`src/rtl/ilv_pkg.sv`:
```
package ilv_pkg;

  typedef enum logic {
    MAP_ILV = 1'b0,
    MAP_MOD = 1'b1
  } map_mode_e;

  function automatic int unsigned max2(input int unsigned a, input int unsigned b);
    return (a > b) ? a : b;
  endfunction

endpackage

```
`src/rtl/ilv_bank_unit.sv`:
```
// One memory bank with a fixed access time. Busy while its counter runs;
// may take a new access on the same edge its current one completes.
module ilv_bank_unit #(
  parameter int UNIT_ID    = 0,
  parameter int WORD_W     = 32,
  parameter int ROW_W      = 8,
  parameter int TAG_W      = 2,
  parameter int ACCESS_LAT = 6
) (
  input  logic              clk,
  input  logic              rst,
  input  logic              issue_i,
  input  logic [TAG_W-1:0]  tag_i,
  input  logic [ROW_W-1:0]  row_i,
  output logic              free_o,
  output logic              done_o,
  output logic [TAG_W-1:0]  tag_o,
  output logic [WORD_W-1:0] data_o
);
  localparam int CNT_W  = $clog2(ACCESS_LAT + 1);
  localparam int HALF_W = WORD_W / 2;

  logic [CNT_W-1:0] cnt_q;
  logic [TAG_W-1:0] tag_q;
  logic [ROW_W-1:0] row_q;

  always_ff @(posedge clk) begin
    if (rst) begin
      cnt_q <= '0;
      tag_q <= '0;
      row_q <= '0;
    end else if (issue_i) begin
      cnt_q <= CNT_W'(ACCESS_LAT);
      tag_q <= tag_i;
      row_q <= row_i;
    end else if (cnt_q != '0) begin
      cnt_q <= cnt_q - 1'b1;
    end
  end

  assign free_o = (cnt_q <= CNT_W'(1));
  assign done_o = (cnt_q == CNT_W'(1));
  assign tag_o  = tag_q;
  assign data_o = (WORD_W'(UNIT_ID) << HALF_W) | WORD_W'(row_q);

  AST_BANK_IDLE_ON_ISSUE: assert property (@(posedge clk) disable iff (rst)
    issue_i |-> (cnt_q <= CNT_W'(1)));

endmodule

```
`src/rtl/ilv_issue_sel.sv`:
```
// In-order issue: each pending word goes to its bank if that bank is free;
// the first word that cannot go holds back all later words.
module ilv_issue_sel #(
  parameter int NWORDS = 4,
  parameter int NUNITS = 4,
  parameter int BANK_W = 2,
  parameter int ROW_W  = 8,
  parameter int TAG_W  = 2
) (
  input  logic [NWORDS-1:0]             pend_i,
  input  logic [NWORDS-1:0][BANK_W-1:0] bank_i,
  input  logic [NWORDS-1:0][ROW_W-1:0]  row_i,
  input  logic [NUNITS-1:0]             free_i,
  output logic [NWORDS-1:0]             go_o,
  output logic [NUNITS-1:0]             issue_o,
  output logic [NUNITS-1:0][TAG_W-1:0]  tag_o,
  output logic [NUNITS-1:0][ROW_W-1:0]  row_o
);
  logic              blocked;
  logic [NUNITS-1:0] claimed;

  always_comb begin
    blocked = 1'b0;
    claimed = '0;
    go_o    = '0;
    for (int k = 0; k < NWORDS; k++) begin
      if (pend_i[k] && !blocked) begin
        if (free_i[bank_i[k]] && !claimed[bank_i[k]]) begin
          go_o[k]             = 1'b1;
          claimed[bank_i[k]] = 1'b1;
        end else begin
          blocked = 1'b1;
        end
      end
    end
  end

  always_comb begin
    issue_o = '0;
    tag_o   = '0;
    row_o   = '0;
    for (int u = 0; u < NUNITS; u++) begin
      for (int k = 0; k < NWORDS; k++) begin
        if (go_o[k] && (bank_i[k] == BANK_W'(u))) begin
          issue_o[u] = 1'b1;
          tag_o[u]   = TAG_W'(k);
          row_o[u]   = row_i[k];
        end
      end
    end
  end

endmodule

```
`src/rtl/ilv_reorder.sv`:
```
// Collects bank results into per-word slots and emits them in word order
// through a registered output stage.
module ilv_reorder #(
  parameter int NWORDS = 4,
  parameter int NUNITS = 4,
  parameter int WORD_W = 32,
  parameter int TAG_W  = 2
) (
  input  logic                          clk,
  input  logic                          rst,
  input  logic                          start_i,
  input  logic                          run_i,
  input  logic [NUNITS-1:0]             done_i,
  input  logic [NUNITS-1:0][TAG_W-1:0]  tag_i,
  input  logic [NUNITS-1:0][WORD_W-1:0] data_i,
  output logic                          blk_end_o,
  output logic [WORD_W-1:0]             rdata_o,
  output logic                          rvalid_o,
  output logic                          rlast_o
);
  localparam logic [TAG_W-1:0] LAST_IDX = TAG_W'(NWORDS - 1);

  logic [WORD_W-1:0] slot_q [NWORDS];
  logic [NWORDS-1:0] filled_q;
  logic [TAG_W-1:0]  nxt_q;
  logic              emit;

  assign emit      = run_i && filled_q[nxt_q];
  assign blk_end_o = emit && (nxt_q == LAST_IDX);

  always_ff @(posedge clk) begin
    for (int u = 0; u < NUNITS; u++) begin
      if (done_i[u]) slot_q[tag_i[u]] <= data_i[u];
    end
  end

  always_ff @(posedge clk) begin
    if (rst) begin
      filled_q <= '0;
      nxt_q    <= '0;
      rdata_o  <= '0;
      rvalid_o <= 1'b0;
      rlast_o  <= 1'b0;
    end else begin
      if (start_i) begin
        filled_q <= '0;
        nxt_q    <= '0;
      end else begin
        for (int u = 0; u < NUNITS; u++) begin
          if (done_i[u]) filled_q[tag_i[u]] <= 1'b1;
        end
        if (emit) nxt_q <= (nxt_q == LAST_IDX) ? '0 : nxt_q + 1'b1;
      end
      if (emit) begin
        rdata_o  <= slot_q[nxt_q];
        rvalid_o <= 1'b1;
        rlast_o  <= (nxt_q == LAST_IDX);
      end else begin
        rvalid_o <= 1'b0;
        rlast_o  <= 1'b0;
      end
    end
  end

  for (genvar u = 0; u < NUNITS; u++) begin : g_chk
    AST_SLOT_FRESH: assert property (@(posedge clk) disable iff (rst)
      done_i[u] |-> !filled_q[tag_i[u]]);
  end

  AST_GAP_AFTER_LAST: assert property (@(posedge clk) disable iff (rst)
    (rvalid_o && rlast_o) |=> !rvalid_o);

endmodule

```
`src/rtl/ilv_block_reader.sv`:
```
module ilv_block_reader #(
  parameter int WORD_W      = 32,
  parameter int BLK_AW      = 8,
  parameter int BLOCK_WORDS = 4,
  parameter int ACCESS_LAT  = 6,
  parameter int MOD_BANKS   = 3,
  parameter int MOD_DEPTH   = 8
) (
  input  logic              clk,
  input  logic              rst,
  input  logic              req_i,
  input  logic              mode_i,
  input  logic [BLK_AW-1:0] blk_addr_i,
  output logic              ready_o,
  output logic [WORD_W-1:0] rdata_o,
  output logic              rvalid_o,
  output logic              rlast_o
);
  import ilv_pkg::*;

  localparam int NUM_UNITS = max2(BLOCK_WORDS, MOD_BANKS);
  localparam int BANK_W    = (NUM_UNITS > 1) ? $clog2(NUM_UNITS) : 1;
  localparam int WIDX_W    = $clog2(BLOCK_WORDS);
  localparam int AW        = BLK_AW + WIDX_W;
  localparam int ROW_W     = BLK_AW;

  logic                                 active_q;
  map_mode_e                            mode_q;
  logic [BLOCK_WORDS-1:0]               pend_q;
  logic [BLOCK_WORDS-1:0]               go;
  logic [BLOCK_WORDS-1:0][BANK_W-1:0]   bank_d, bank_q;
  logic [BLOCK_WORDS-1:0][ROW_W-1:0]    row_d, row_q;
  logic [NUM_UNITS-1:0]                 u_free, u_issue, u_done;
  logic [NUM_UNITS-1:0][WIDX_W-1:0]     u_tag_in, u_tag_out;
  logic [NUM_UNITS-1:0][ROW_W-1:0]      u_row_in;
  logic [NUM_UNITS-1:0][WORD_W-1:0]     u_data;
  logic                                 accept;
  logic                                 blk_end;

  assign accept  = req_i && !active_q;
  assign ready_o = !active_q;

  // Address mapping for each word of the requested block
  for (genvar k = 0; k < BLOCK_WORDS; k++) begin : g_map
    logic [AW-1:0] waddr;
    assign waddr     = {blk_addr_i, WIDX_W'(k)};
    assign bank_d[k] = mode_i ? BANK_W'(waddr % AW'(MOD_BANKS))
                              : BANK_W'(waddr % AW'(BLOCK_WORDS));
    assign row_d[k]  = mode_i ? ROW_W'(waddr % AW'(MOD_DEPTH))
                              : ROW_W'(waddr / AW'(BLOCK_WORDS));
  end

  always_ff @(posedge clk) begin
    if (rst) begin
      active_q <= 1'b0;
      mode_q   <= MAP_ILV;
      pend_q   <= '0;
      bank_q   <= '0;
      row_q    <= '0;
    end else if (accept) begin
      active_q <= 1'b1;
      mode_q   <= map_mode_e'(mode_i);
      pend_q   <= '1;
      bank_q   <= bank_d;
      row_q    <= row_d;
    end else begin
      pend_q <= pend_q & ~go;
      if (blk_end) active_q <= 1'b0;
    end
  end

  ilv_issue_sel #(
    .NWORDS (BLOCK_WORDS),
    .NUNITS (NUM_UNITS),
    .BANK_W (BANK_W),
    .ROW_W  (ROW_W),
    .TAG_W  (WIDX_W)
  ) u_issue_sel (
    .pend_i  (pend_q),
    .bank_i  (bank_q),
    .row_i   (row_q),
    .free_i  (u_free),
    .go_o    (go),
    .issue_o (u_issue),
    .tag_o   (u_tag_in),
    .row_o   (u_row_in)
  );

  for (genvar u = 0; u < NUM_UNITS; u++) begin : g_bank
    ilv_bank_unit #(
      .UNIT_ID    (u),
      .WORD_W     (WORD_W),
      .ROW_W      (ROW_W),
      .TAG_W      (WIDX_W),
      .ACCESS_LAT (ACCESS_LAT)
    ) u_bank (
      .clk     (clk),
      .rst     (rst),
      .issue_i (u_issue[u]),
      .tag_i   (u_tag_in[u]),
      .row_i   (u_row_in[u]),
      .free_o  (u_free[u]),
      .done_o  (u_done[u]),
      .tag_o   (u_tag_out[u]),
      .data_o  (u_data[u])
    );
  end

  ilv_reorder #(
    .NWORDS (BLOCK_WORDS),
    .NUNITS (NUM_UNITS),
    .WORD_W (WORD_W),
    .TAG_W  (WIDX_W)
  ) u_reorder (
    .clk       (clk),
    .rst       (rst),
    .start_i   (accept),
    .run_i     (active_q),
    .done_i    (u_done),
    .tag_i     (u_tag_out),
    .data_i    (u_data),
    .blk_end_o (blk_end),
    .rdata_o   (rdata_o),
    .rvalid_o  (rvalid_o),
    .rlast_o   (rlast_o)
  );

  AST_ILV_STREAM: assert property (@(posedge clk) disable iff (rst)
    (rvalid_o && !rlast_o && mode_q == MAP_ILV) |=> rvalid_o);

  AST_HOLD_OFF: assert property (@(posedge clk) disable iff (rst)
    (rvalid_o && !rlast_o) |-> !ready_o);

  AST_NO_ISSUE_IDLE: assert property (@(posedge clk) disable iff (rst)
    !active_q |-> (u_issue == '0));

endmodule

```
`config.mk`:
```
export PLATFORM = sky130hd
export DESIGN_NAME = ilv_block_reader
export DESIGN_NICKNAME = d
export VERILOG_FILES = /design/src/rtl/ilv_pkg.sv /design/src/rtl/ilv_bank_unit.sv /design/src/rtl/ilv_issue_sel.sv /design/src/rtl/ilv_reorder.sv /design/src/rtl/ilv_block_reader.sv
export SDC_FILE = /design/constraint.sdc
export NUM_CORES = 1
export LEC_CHECK = 0
export ABC_AREA = 1
export ABC_CLOCK_PERIOD_IN_PS = 3400
export BUFFER_PORTS_ARGS = -buffer_cell sky130_fd_sc_hd__clkbuf_2
export CAP_MARGIN = 40
export CORE_UTILIZATION = 30
export CTS_BUF_LIST = sky130_fd_sc_hd__clkbuf_16
export DETAILED_ROUTE_END_ITERATION = 6
export PLACE_DENSITY_LB_ADDON = 0.1
export SLEW_MARGIN = 20
export SYNTH_ARGS = -nofsm -noshare
export SYNTH_HDL_FRONTEND = slang
export SYNTH_HIERARCHICAL = 1
export SYNTH_SLANG_ARGS = --single-unit
```
`constraint.sdc`:
```
create_clock -name clk -period 3.4 [get_ports clk]
set_input_delay 0.68 -clock clk [delete_from_list [all_inputs] [get_ports clk]]
set_output_delay 0.68 -clock clk [all_outputs]
set_load 0.01 [all_outputs]
```
==> impl_metrics.yaml <==
run_status:
  status: "complete, but fails checks"
  violations: "design-rule violations"
timing:
  tightestPinTransition_ns: 0.8260
  rsz0062_at_grt: "no"
  setup_ws_ns: 0.3069
  skew_ns: 0.01750
  max-slew-margin-rel_pct: 44.93
  fmax_mhz: 323.3
  finalCritPeriodShare_pct: 90.97
  period_needed_ns: 3.093
  setup_violations: 0
  hold_viol: 0
  fin_tns_setup_ns: 0
  drv_slew: 0
floorplanning:
  die_area_mm2: 0.05465
  die_height_um: 233.8
  design.core.area_mm2: 0.05287
  rows: 84
  die_x_um: 233.8
  start_util_pct: 30.49
  pin_count: 47
yosys:
  synth-seq-cells: 243
  synthXorXnorAreaFrac_pct: 0.1087
  synth-edff-count: 128
  synthSimpleGateAreaFrac_pct: 25.89
  syn_area_mm2: 0.01612
  synth_mux_area_share_pct: 0
  synth_adder_area_share_pct: 1.242
  yosys_warnings: 6
  netlist_instances: 2312
  synth_ff_type: "edfxtp_1"
  synth.distinct_cells: 46
  syn_avg_cell_area_um2: 6.971
  synth-compound-area-share_pct: 20.15
  synth_top_family_by_area: "simple AND/OR/NAND/NOR gates"
  synth-seq-area-share_pct: 38.13
  postSynth.asyncResetShare_pct: 0
clock_network:
  clock_latency_ns: 0.58
  cts_tree: "done"
  htreeDepth: 1
  clockBufferDepth: 3
  cts_root_buffer: "clkbuf_16"
  cts_buffers: 31
  cts_setup_buffers: 0
  ctsHoldBuffers: 0
  numClockSinks: 243
  cts.clk_slew.worst_paths_ns: 0.06
setup_path:
  crit_type: "reg -> reg"
  required_ns: 3.85
  r2r_start: "g_bank[1].u_bank/cnt_q[2]$_SDFFE_PP0P_"
  regToRegEndpoint: "g_bank[3].u_bank/row_q[5]$_SDFFE_PP0P_"
  start_kind: "register"
  path_cells: "nor2_1 > inv_1 > nand3_1 > nand3_1 > nand2_1 > nand2_2 > nor2_8 > buf_4 > inv_2 > nand2_1 > nand3_1 > inv_1 > nand4_1 > nand2_1 > nand2_1 > nand2_2 > nor2_8 > buf_4 > buf_4 > nand3_1 > nand2_1 > nor2_1 > nor2_1"
  critPathCaptureType: "register"
  critPathMaxFanout: 15
  path_common_cell: "nand2_1"
  critical_path.top_delay_family: "simple AND/OR/NAND/NOR gates"
  crit_arrival_ns: 3.54
  crit_buf_inv: 6
  r2r_cells: 23
  rrSetupSlack_ns: 0.31
  max_stage_delay_ns: 0.34
  cp_slowest_cell: "dfxtp_2"
global_routing:
  grt_usage_pct: 19.15
  grt_pass1_wl_um: 80620
  grt_pass1_vias: 13610
  grt-busiest-layer: "met2"
  grtUsageMet1_pct: 25.27
  grt.met3_usage_pct: 2.043
  gr-total-overflow: 0
  gr-usage-met2_pct: 33.03
  antenna_found_initial: 0
  grt_start_max_net_pins: 67
routing:
  drt_iter0_markers: 988
  dr_total_vias: 14620
  routed_wl_um: 52600
  wl_per_cell_um: 17.24
  via_per_inst: 4.792
  postRouteAntennaNets: 0
  dr.pass1.iters: 7
  drc: 7
cells_and_area:
  design_area_mm2: 0.01798
  drive_above_1_share_pct: 11.60
  fill_cells: 5694
  antennaDiodeCount: 0
  synthToLayoutAreaGrowth_pct: 11.56
  final_cells: 3051
  num-nets-final: 2369
job:
  drv_cap: 0
worst_hold_path:
  min_to: "row_q[2]$_SDFFE_PP0P_"
  min_from: "mode_i"
  hold_path_class: "in -> reg"
  min_delay_path_depth: 3
power:
  ir_worst_vdd_mv: 0.4303
  leakagePower_uw: 0.007753
  p_per_area_mw_per_mm2: 653.6
  power.total_uw: 11750
placement:
  io_buffers: 46
  dpl_worst_slack_ns: 0.001339
  place_area_mm2: 0.01695
  dpl.cell_count: 2996
  dp.final_hpwl_um: 33360
  gp_congestion: 0.8122
-- layout make-up --
| type | count | area (um2) | area share (%) |
|---|---|---|---|
| multi-input cells | 1678 | 8019 | 44.60 |
| well taps | 688 | 860.8 | 4.788 |
| flip-flops and latches | 243 | 6155 | 34.23 |
| clock buffers | 31 | 775.7 | 4.315 |
| repair buffers | 121 | 930.9 | 5.177 |
| clock inverters | 24 | 240.2 | 1.336 |
| inverters | 266 | 998.5 | 5.553 |
-- cells in the mapped netlist, types with 15 or more instances --
cell type | count | area share (%)
inv_1 | 244 | 5.7
nor2_1 | 422 | 9.8
o21ai_0 | 251 | 7.8
edfxtp_1 | 128 | 24
dfxtp_1 | 115 | 14
nand3_2 | 15 | 0.93
buf_4 | 109 | 5.1
ha_1 | 16 | 1.2
inv_2 | 20 | 0.47
buf_2 | 32 | 0.99
o21ai_1 | 55 | 1.7
o22ai_1 | 25 | 0.97
nand2_1 | 404 | 9.4
o211ai_1 | 68 | 3.2
a21oi_1 | 162 | 5.0
nand3_1 | 68 | 2.1
clkbuf_1 | 62 | 1.4
-- metrics by stage --
step                      hold slack [ns]  util [%]
final                              0.3832     34.01
after global routing               0.3855     34.01
after CTS                          0.3675     33.98
after detailed placement           0.4664     32.06
after global placement             0.4570     32.02
after floorplan                    0.4359         -
-- cells in the final DEF (no fill, tap or decap), drive strengths merged, types with 9 or more instances in the layout --
| master | instances |
|---|---|
| nand2 | 424 |
| clkbuf | 77 |
| edfxtp | 128 |
| dfxtp | 115 |
| inv | 275 |
| buf | 75 |
| clkinv | 9 |
| conb | 96 |
| o211ai | 68 |
| a21oi | 170 |
| nand3 | 86 |
| nand4 | 17 |
| o21ai | 307 |
| nor2 | 439 |
| ha | 16 |
| o22ai | 25 |
-- power by group --
group | internal, uW | switching (uW) | total (uW)
clock network | 2020 | 1320 | 3340
logic | 1320 | 2880 | 4190
registers | 3920 | 293 | 4220
total | 7260 | 4490 | 11800
-- worst max-delay path by stage --
stage / end / startpoint / cells past startpoint / slack [ns]
3_3_place_gp: bank_q[6]$_SDFFE_PP0P_ / blk_addr_i[6] / 26 / 0.07
6_report: g_bank[3].u_bank/row_q[5]$_SDFFE_PP0P_ / g_bank[1].u_bank/cnt_q[2]$_SDFFE_PP0P_ / 23 / 0.31
3_5_place_dp: bank_q[6]$_SDFFE_PP0P_ / blk_addr_i[6] / 26 / 0.001
4_1_cts: g_bank[2].u_bank/row_q[4]$_SDFFE_PP0P_ / g_bank[1].u_bank/cnt_q[2]$_SDFFE_PP0P_ / 23 / 0.27
2_1_floorplan: bank_q[6]$_SDFFE_PP0P_ / blk_addr_i[6] / 25 / 0.38
5_1_grt: g_bank[2].u_bank/cnt_q[1]$_SDFFE_PP0P_ / g_bank[0].u_bank/cnt_q[2]$_SDFFE_PP0P_ / 27 / 0.01
-- layer usage --
| metal | vias to the layer above | part of all wire [%] |
|---|---|---|
| li1 | 7470 | - |
| met1 | 6737 | 46 |
| met2 | 333 | 47 |
| met3 | 79 | 4.4 |
| met4 | 0 | 2.0 |
| met5 | - | 0 |
-- registers in the layout, indices dropped and copies added, names as in the netlist --
signal,count
g_bank.u_bank/tag_o,8
g_bank.u_bank/row_q,32
u_reorder/slot_q,128
u_reorder/rdata_o,32
bank_q,8
u_reorder/rlast_o,1
row_q,10
active_q,1
g_bank.u_bank/cnt_q,12
pend_q,4
u_reorder/rvalid_o,1
u_reorder/nxt_q,2
u_reorder/filled_q,4
-- worst register-to-register path, cell delays in order, from the launching register on --
cell,delay [ns]
dfxtp_2,0.34
nor2_1,0.22
inv_1,0.11
nand3_1,0.10
nand3_1,0.08
nand2_1,0.08
nand2_2,0.08
nor2_8,0.17
buf_4,0.14
inv_2,0.03
nand2_1,0.06
nand3_1,0.11
inv_1,0.17
nand4_1,0.18
nand2_1,0.10
nand2_1,0.06
nand2_2,0.13
nor2_8,0.06
buf_4,0.13
buf_4,0.17
nand3_1,0.08
nand2_1,0.07
nor2_1,0.21
nor2_1,0.08
-- cell families (layout without fill, tap and decap cells) --
kind of cell             after synthesis  in the layout
AO/OA/AOI/OAI                        586            586
XOR/XNOR                               2              2
adder cells (fa/ha/maj)               16             16
buffers and inverters                480            442
flip-flops                           243            243
other                                  7             96
AND/OR/NAND/NOR                      978            978
-- repair_timing --
| item | CTS | global route |
|---|---|---|
| gates resized for setup | 0 | 7 |
| endpoints found under the setup margin | 0 | 6 |
| hold endpoints to repair | 0 | 0 |
Note: power is estimated with default switching activity, not from simulation.
